`src/rtl/irq_dma_router_pkg.sv`:
```
package irq_dma_router_pkg;
  localparam int NSRC = 13;

  localparam int SRC_DATA_DONE = 0;
  localparam int SRC_PROG_DONE = 1;
  localparam int SRC_CMD_END   = 2;
  localparam int SRC_STOP_CMD  = 3;
  localparam int SRC_CLK_OFF   = 4;
  localparam int SRC_RX_REQ    = 5;
  localparam int SRC_TX_REQ    = 6;
  localparam int SRC_TINT      = 7;
  localparam int SRC_DAT_ERR   = 8;
  localparam int SRC_RSP_ERR   = 9;
  localparam int SRC_RD_STALL  = 10;
  localparam int SRC_SDIO_IRQ  = 11;
  localparam int SRC_SDIO_ACK  = 12;

  localparam int REG_MASK = 0;
  localparam int REG_PEND = 1;
endpackage

```
`src/rtl/irq_pending_reg.sv`:
```
module irq_pending_reg #(
  parameter int N = 13
) (
  input  logic         clk,
  input  logic         rst,
  input  logic         wr_en,
  input  logic [N-1:0] wr_val,
  input  logic [N-1:0] set_i,
  input  logic [N-1:0] clr_i,
  output logic [N-1:0] pend_o
);
  logic [N-1:0] pend_q;
  logic [N-1:0] pend_d;

  for (genvar i = 0; i < N; i++) begin : g_bit
    logic base;
    always_comb begin
      base      = wr_en ? wr_val[i] : pend_q[i];
      pend_d[i] = (base & ~clr_i[i]) | set_i[i];
    end
  end

  always_ff @(posedge clk) begin
    if (rst) pend_q <= '0;
    else     pend_q <= pend_d;
  end

  assign pend_o = pend_q;
endmodule

```
`src/rtl/irq_mask_reg.sv`:
```
module irq_mask_reg #(
  parameter int N = 13
) (
  input  logic         clk,
  input  logic         rst,
  input  logic         wr_en,
  input  logic [N-1:0] wr_val,
  output logic [N-1:0] mask_o
);
  logic [N-1:0] mask_q;

  always_ff @(posedge clk) begin
    if (rst)        mask_q <= '0;
    else if (wr_en) mask_q <= wr_val;
  end

  assign mask_o = mask_q;
endmodule

```
`src/rtl/irq_steer.sv`:
```
module irq_steer #(
  parameter int N      = 13,
  parameter int RX_BIT = 5,
  parameter int TX_BIT = 6
) (
  input  logic         clk,
  input  logic         rst,
  input  logic [N-1:0] pend,
  input  logic [N-1:0] mask,
  input  logic         dma_mode,
  output logic         irq_o,
  output logic         rx_o,
  output logic         tx_o
);
  localparam logic [N-1:0] FIFO_BITS = (N'(1) << RX_BIT) | (N'(1) << TX_BIT);

  logic [N-1:0] eff_mask;
  logic [N-1:0] live;

  always_comb begin
    eff_mask = mask | (dma_mode ? FIFO_BITS : '0);
    live     = pend & ~eff_mask;
  end

  always_ff @(posedge clk) begin
    if (rst) begin
      irq_o <= 1'b0;
      rx_o  <= 1'b0;
      tx_o  <= 1'b0;
    end else begin
      irq_o <= |live;
      rx_o  <= dma_mode & pend[RX_BIT];
      tx_o  <= dma_mode & pend[TX_BIT];
    end
  end
endmodule

```
`src/rtl/irq_dma_router.sv`:
```
module irq_dma_router
  import irq_dma_router_pkg::*;
#(
  parameter int DW = 32,
  parameter int AW = 2
) (
  input  logic            clk,
  input  logic            rst,
  input  logic            bus_wr,
  input  logic [AW-1:0]   bus_addr,
  input  logic [DW-1:0]   bus_wdata,
  output logic [DW-1:0]   bus_rdata,
  input  logic [NSRC-1:0] src_set,
  input  logic [NSRC-1:0] src_clr,
  input  logic            clk_stop,
  input  logic            clk_start,
  input  logic            dma_mode,
  output logic            irq,
  output logic            dma_rx_req,
  output logic            dma_tx_req
);
  localparam int PAD = DW - NSRC;
  localparam logic [NSRC-1:0] CLK_OFF_BIT = NSRC'(1) << SRC_CLK_OFF;

  logic [NSRC-1:0] pend_q;
  logic [NSRC-1:0] mask_q;
  logic [NSRC-1:0] set_all;
  logic [NSRC-1:0] clr_all;
  logic            wr_mask;
  logic            wr_pend;
  logic [DW-1:0]   rd_next;
  logic            unused_hi;

  assign unused_hi = ^bus_wdata[DW-1:NSRC];

  always_comb begin
    wr_mask = bus_wr && (bus_addr == AW'(REG_MASK));
    wr_pend = bus_wr && (bus_addr == AW'(REG_PEND));
    set_all = src_set | (clk_stop  ? CLK_OFF_BIT : '0);
    clr_all = src_clr | (clk_start ? CLK_OFF_BIT : '0);
  end

  irq_pending_reg #(.N(NSRC)) u_pend (
    .clk    (clk),
    .rst    (rst),
    .wr_en  (wr_pend),
    .wr_val (bus_wdata[NSRC-1:0]),
    .set_i  (set_all),
    .clr_i  (clr_all),
    .pend_o (pend_q)
  );

  irq_mask_reg #(.N(NSRC)) u_mask (
    .clk    (clk),
    .rst    (rst),
    .wr_en  (wr_mask),
    .wr_val (bus_wdata[NSRC-1:0]),
    .mask_o (mask_q)
  );

  irq_steer #(.N(NSRC), .RX_BIT(SRC_RX_REQ), .TX_BIT(SRC_TX_REQ)) u_steer (
    .clk      (clk),
    .rst      (rst),
    .pend     (pend_q),
    .mask     (mask_q),
    .dma_mode (dma_mode),
    .irq_o    (irq),
    .rx_o     (dma_rx_req),
    .tx_o     (dma_tx_req)
  );

  always_comb begin
    if (bus_addr == AW'(REG_MASK))      rd_next = {{PAD{1'b0}}, mask_q};
    else if (bus_addr == AW'(REG_PEND)) rd_next = {{PAD{1'b0}}, pend_q};
    else                                rd_next = '0;
  end

  always_ff @(posedge clk) begin
    if (rst) bus_rdata <= '0;
    else     bus_rdata <= rd_next;
  end
endmodule

```
`config.mk`:
```
export PLATFORM = sky130hd
export DESIGN_NAME = irq_dma_router
export DESIGN_NICKNAME = d
export VERILOG_FILES = /design/src/rtl/irq_dma_router_pkg.sv /design/src/rtl/irq_pending_reg.sv /design/src/rtl/irq_mask_reg.sv /design/src/rtl/irq_steer.sv /design/src/rtl/irq_dma_router.sv
export SDC_FILE = /design/constraint.sdc
export NUM_CORES = 1
export LEC_CHECK = 0
export CAP_MARGIN = 5
export CORE_MARGIN = 4
export CORE_UTILIZATION = 42
export CTS_CLUSTER_SIZE = 28
export DETAILED_ROUTE_END_ITERATION = 16
export PLACE_DENSITY = 0.85
export SETUP_SLACK_MARGIN = 0.3
export SLEW_MARGIN = 0
export SYNTH_ARGS = -nofsm -noshare
export SYNTH_HDL_FRONTEND = slang
export SYNTH_SLANG_ARGS = --single-unit
```
`constraint.sdc`:
```
create_clock -name clk -period 2.2 [get_ports clk]
set_input_delay 0.44 -clock clk [delete_from_list [all_inputs] [get_ports clk]]
set_output_delay 0.44 -clock clk [all_outputs]
set_load 0.01 [all_outputs]
```
# [Yosys cells after proc, flatten, opt, wreduce, memory -nomap -nowiden]
# Index checks and enable logic that the tools add are counted.
[op_classes] n_eq_ne=1 muxes=18 bitwise=46 n_reduce_logical=5
[op_table] cell="13-bit two-way mux" n=2
[op_table] cell="13-bit by 5-bit OR with 13-bit output" n=2
[op_table] cell="1-bit bitwise AND" n=15
[op_table] cell="13-bit bitwise AND" n=1
[op_table] cell="1-bit two-way mux" n=13
[op_table] cell="1-bit NOT" n=13
[op_table] cell="13-bit NOT" n=1
[op_table] cell="1-bit OR" n=13
[op_table] cell="13-bit OR" n=1
[op_table] cell="13-bit OR reduction" n=1
[op_table] cell="5-bit two-way mux" n=2
[op_table] cell="7-bit two-way mux" n=1
[op_table] cell="2-bit by 1-bit equality test with 1-bit output (second input constant)" n=1
[op_table] cell="1-bit logical AND" n=2
[op_table] cell="2-bit logical NOT" n=1
[op_table] cell="2-bit OR reduction" n=1
[totals] ff_bits=61 output_inout_bits=35 word_cells=77

# [Longest topological paths before layout]
[depth] depth_word=5 mapped_depth=5 depth_no_buf=3

# [By module]
# Synthesis repeated with hierarchy kept, for this count alone.
[unflattened] cells_unflattened=188 area_unflattened_um2=2039.5
[by_module_without_submodules] module="irq_dma_router" instances=1 cells_per_inst=67 area_each_um2=661.9 seq_area_each_um2=260.2
[by_module_without_submodules] module="irq_pending_reg" instances=1 cells_per_inst=56 area_each_um2=660.6 seq_area_each_um2=260.2
[by_module_without_submodules] module="irq_mask_reg" instances=1 cells_per_inst=42 area_each_um2=474.2 seq_area_each_um2=260.2
[by_module_without_submodules] module="irq_steer" instances=1 cells_per_inst=23 area_each_um2=242.7 seq_area_each_um2=60.1

# [Least setup slack after synthesis]
# Ideal clock, no wire load.
[synth_timing] kind="input port to flip-flop" from="input bus_addr[0]" to="register u_mask.mask_q[10], in the netlist u_mask.mask_o[10]" arrival_time_ps=1189 path_slack_ps=879 stages=5 cell_sequence="buf_6 -> or3b_4 -> buf_6 -> nand2_1 -> a21oi_1"
[synth_between] elab_chain_cells=2
[synth_rtl] element="from (decl)" line="irq_dma_router.sv:10" source="input logic [AW-1:0] bus_addr,"
[synth_rtl] element="2-bit logical NOT" line="irq_dma_router.sv:37" source="wr_mask = bus_wr && (bus_addr == AW'(REG_MASK));"
[synth_rtl] element="1-bit logical AND" line="irq_dma_router.sv:37"
[synth_rtl] element="to (signal assigned)" line="irq_mask_reg.sv:14" source="else if (wr_en) mask_q <= wr_val;"
[synth_rtl] element="to (decl)" line="irq_mask_reg.sv:10" source="logic [N-1:0] mask_q;"
# No other way between the ends.
# A chain may end at the register's enable or synchronous reset.

# [Final worst setup path]
[layout_timing] from="register bus_rdata[3]" to="output bus_rdata[3]"
[layout_rtl] element="from (decl)" line="irq_dma_router.sv:12" source="output logic [DW-1:0] bus_rdata,"
[layout_rtl] element="from (signal assigned)" line="irq_dma_router.sv:80" source="else bus_rdata <= rd_next;"
# No word-level cell between the ends.

==> reports/metrics.cfg <==
[place]
hpwl_um=3215
place_congestion=0.7615
io_buffers=62

[final_layout]
antennaDiodeCount=0
syn_to_final_growth_pct=34.46
fin_nets=329
drive_gt1_frac=0.09091

[outcome]
status=completed

[synth]
ys_types=26
synth_commonest_cells=dfxtp_1 (42), mux2i_1 (26), nand2_1 (26)
ys_warn_count=0
synth_edf_count=0
synth.most_common_cell=dfxtp_1
ys_seq_elements=42
synthTopCellsByArea=dfxtp_1 (44%), mux2i_1 (13%), buf_4 (7.8%), o31ai_2 (5.8%), nand2_1 (5.1%)
synthFlopType=dfxtp_1
syn_avg_cell_area_um2=9.611
async_flop_share=0
synth_top_area_cell=dfxtp_1
syn_inst=201
syn-cell-area_mm2=0.001932
synth_top_area_frac=0.4352
ys_seq_area_frac=0.4352

[global_routing]
grt_pass1_vias=1453
antenna_found_initial=0
grt_use_total=0.1544
grt_pass1_wl_um=6603
grt_max_degree=28
overflow=0

[setup_path]
reg2reg_depth=3
cpPeakStageDelay_ns=0.53
path_buf_inv=1
worst_ep_arrival_time_ns=1.16
cp_cell_sequence=clkdlybuf4s50_1
critPathTopFamily=buffers and inverters
reg2reg_slack_ns=1.00
crit_slowest_cell=clkdlybuf4s50_1
cp.required_ns=1.76
reg2reg_from=u_pend.pend_o[0]$_SDFF_PP0_
r2r_end=u_steer.irq_o$_SDFF_PP0_
endpoint_kind=primary output
critPathMaxFanout=1
startpoint_type=flop
crit_type=flop to primary output

[die]
die-width_um=75.82
start_util=0.4376
die_area_mm2=0.005749
fp.coreArea_mm2=0.004414
pin_count=101
die-height_um=75.82
num_rows=24

[detailed_routing]
drtAntennaViolNets=0
drc=0
viasPerCell=4.775
routedWlPerCell_um=13.49
num_vias=1509
wl_um=4262
drt-initial-drc-count=58
firstDrtPassIters=4

[pwr]
cellPowerDensity_mw_per_mm2=610.4
totalPowerFinal_w=0.001586
leakage_nw=1.095
worst_ir_drop_vdd_mv=0.2150

[cts]
clkSlewWorstSetupHoldPaths_ns=0.07
post_cts_buffers=0
insertion_delay_ns=0.29
cts.sinks=42
cts_tree=done
clock_path_buffers=2
numCtsBuffers=5
root_buffer=clkbuf_8
h-tree-depth=2
cts_hold_buf=0
ctsResizeCount=0

[min_path]
holdPathStages=2
min-delay-start=u_mask.mask_o[8]$_SDFFE_PP0P_
hold_end=u_mask.mask_o[8]$_SDFFE_PP0P_
hp-class=flop to flop

[sta]
finalCritPeriodShare=0.7251
min_period_ns=1.595
setup_viol=0
fin_tns_setup_ns=0
clock.fmax_ghz=0.6269
fin_skew_ns=0.004022
hold_viol=0
rsz0062_at_grt=false
report.final.slew_viol_count=0

[run]
maxCapViolCount=0

-- logic make-up after synthesis --
logic type,synth area share
and+or+nand+nor,0.1807
buffers and inverters,0.1179
other,0.001941
DFF,0.4352
AOI/OAI and AO/OA,0.1295
muxes,0.1347
-- area by class of cell --
cell class                      count  area (µm²)
Sequential cell                    42       840.8
Timing Repair Buffer               66       650.6
Clock buffer                        7       86.33
Inverter                            5       18.77
Clock inverter                      1       5.005
Tap cell                           52       65.06
Fill cell                         387        1817
Multi-Input combinational cell    143       930.9
-- where the power goes --
group	switching [W]	total, W	leakage, nW	internal [W]
combinational	0.000112	0.000262	0.702	0.000150
sequential	0.0000242	0.000820	0.345	0.000796
clock	0.000250	0.000503	0.0482	0.000253
total	0.000386	0.00159	1.09	0.00120
-- layout by cell type, fill, tap and decap left out, drive strengths merged, types with 2 or more instances in the layout --
master,Yosys,routed
inv,5,5
o31ai,12,12
nand2b,14,14
nor2b,6,6
conb,1,19
dfxtp,42,42
nor2,14,14
and3b,2,2
clkdlybuf4s50,0,62
buf,25,4
clkbuf,4,7
nand2,26,26
mux2i,26,26
a2111oi,2,2
a21oi,13,13
-- flip-flops by register name, indices dropped and copies added, names as in the netlist --
| signal | flops |
|---|---|
| bus_rdata | 13 |
| u_pend.pend_o | 13 |
| u_steer.tx_o | 1 |
| u_steer.irq_o | 1 |
| u_mask.mask_o | 13 |
| u_steer.rx_o | 1 |
-- stage by stage --
step                cells  setup WS (ns)    util  hold WS, ns  area (µm²)
CTS                   316         0.5892  0.5884       0.4743        2597
detailed placement    308         0.3593  0.5677       0.4644        2506
global placement      308         0.4196  0.5677       0.4513        2506
floorplan             219         0.8791       -       0.4436        1999
global route          316         0.5444  0.5884       0.4954        2597
finish                316         0.6047  0.5884       0.4735        2597
-- worst max path at each step --
stage / from / cells after the start / endpoint
final: bus_rdata[3]$_SDFF_PP0_ / 1 / bus_rdata[3]
after global routing: u_steer.irq_o$_SDFF_PP0_ / 1 / irq
after CTS: bus_rdata[9]$_SDFF_PP0_ / 1 / bus_rdata[9]
after detailed placement: bus_addr[0] / 4 / u_pend.pend_o[5]$_SDFF_PP0_
after global placement: bus_addr[0] / 4 / u_pend.pend_o[9]$_SDFF_PP0_
after floorplan: bus_addr[0] / 5 / u_mask.mask_o[10]$_SDFFE_PP0P_
-- metal layers --
| layer | track usage | part of all wire | vias to the layer above | routed length (µm) |
|---|---|---|---|---|
| met5 | 0 | 0 | - | 0 |
| met1 | 0.1558 | 0.39 | 675 | 1660 |
| met4 | 0.07379 | 0.024 | 0 | 102 |
| met2 | 0.2833 | 0.50 | 60 | 2147 |
| li1 | - | - | 761 | - |
| met3 | 0.05013 | 0.083 | 13 | 352 |
Note: power is estimated with default switching activity, not from simulation.
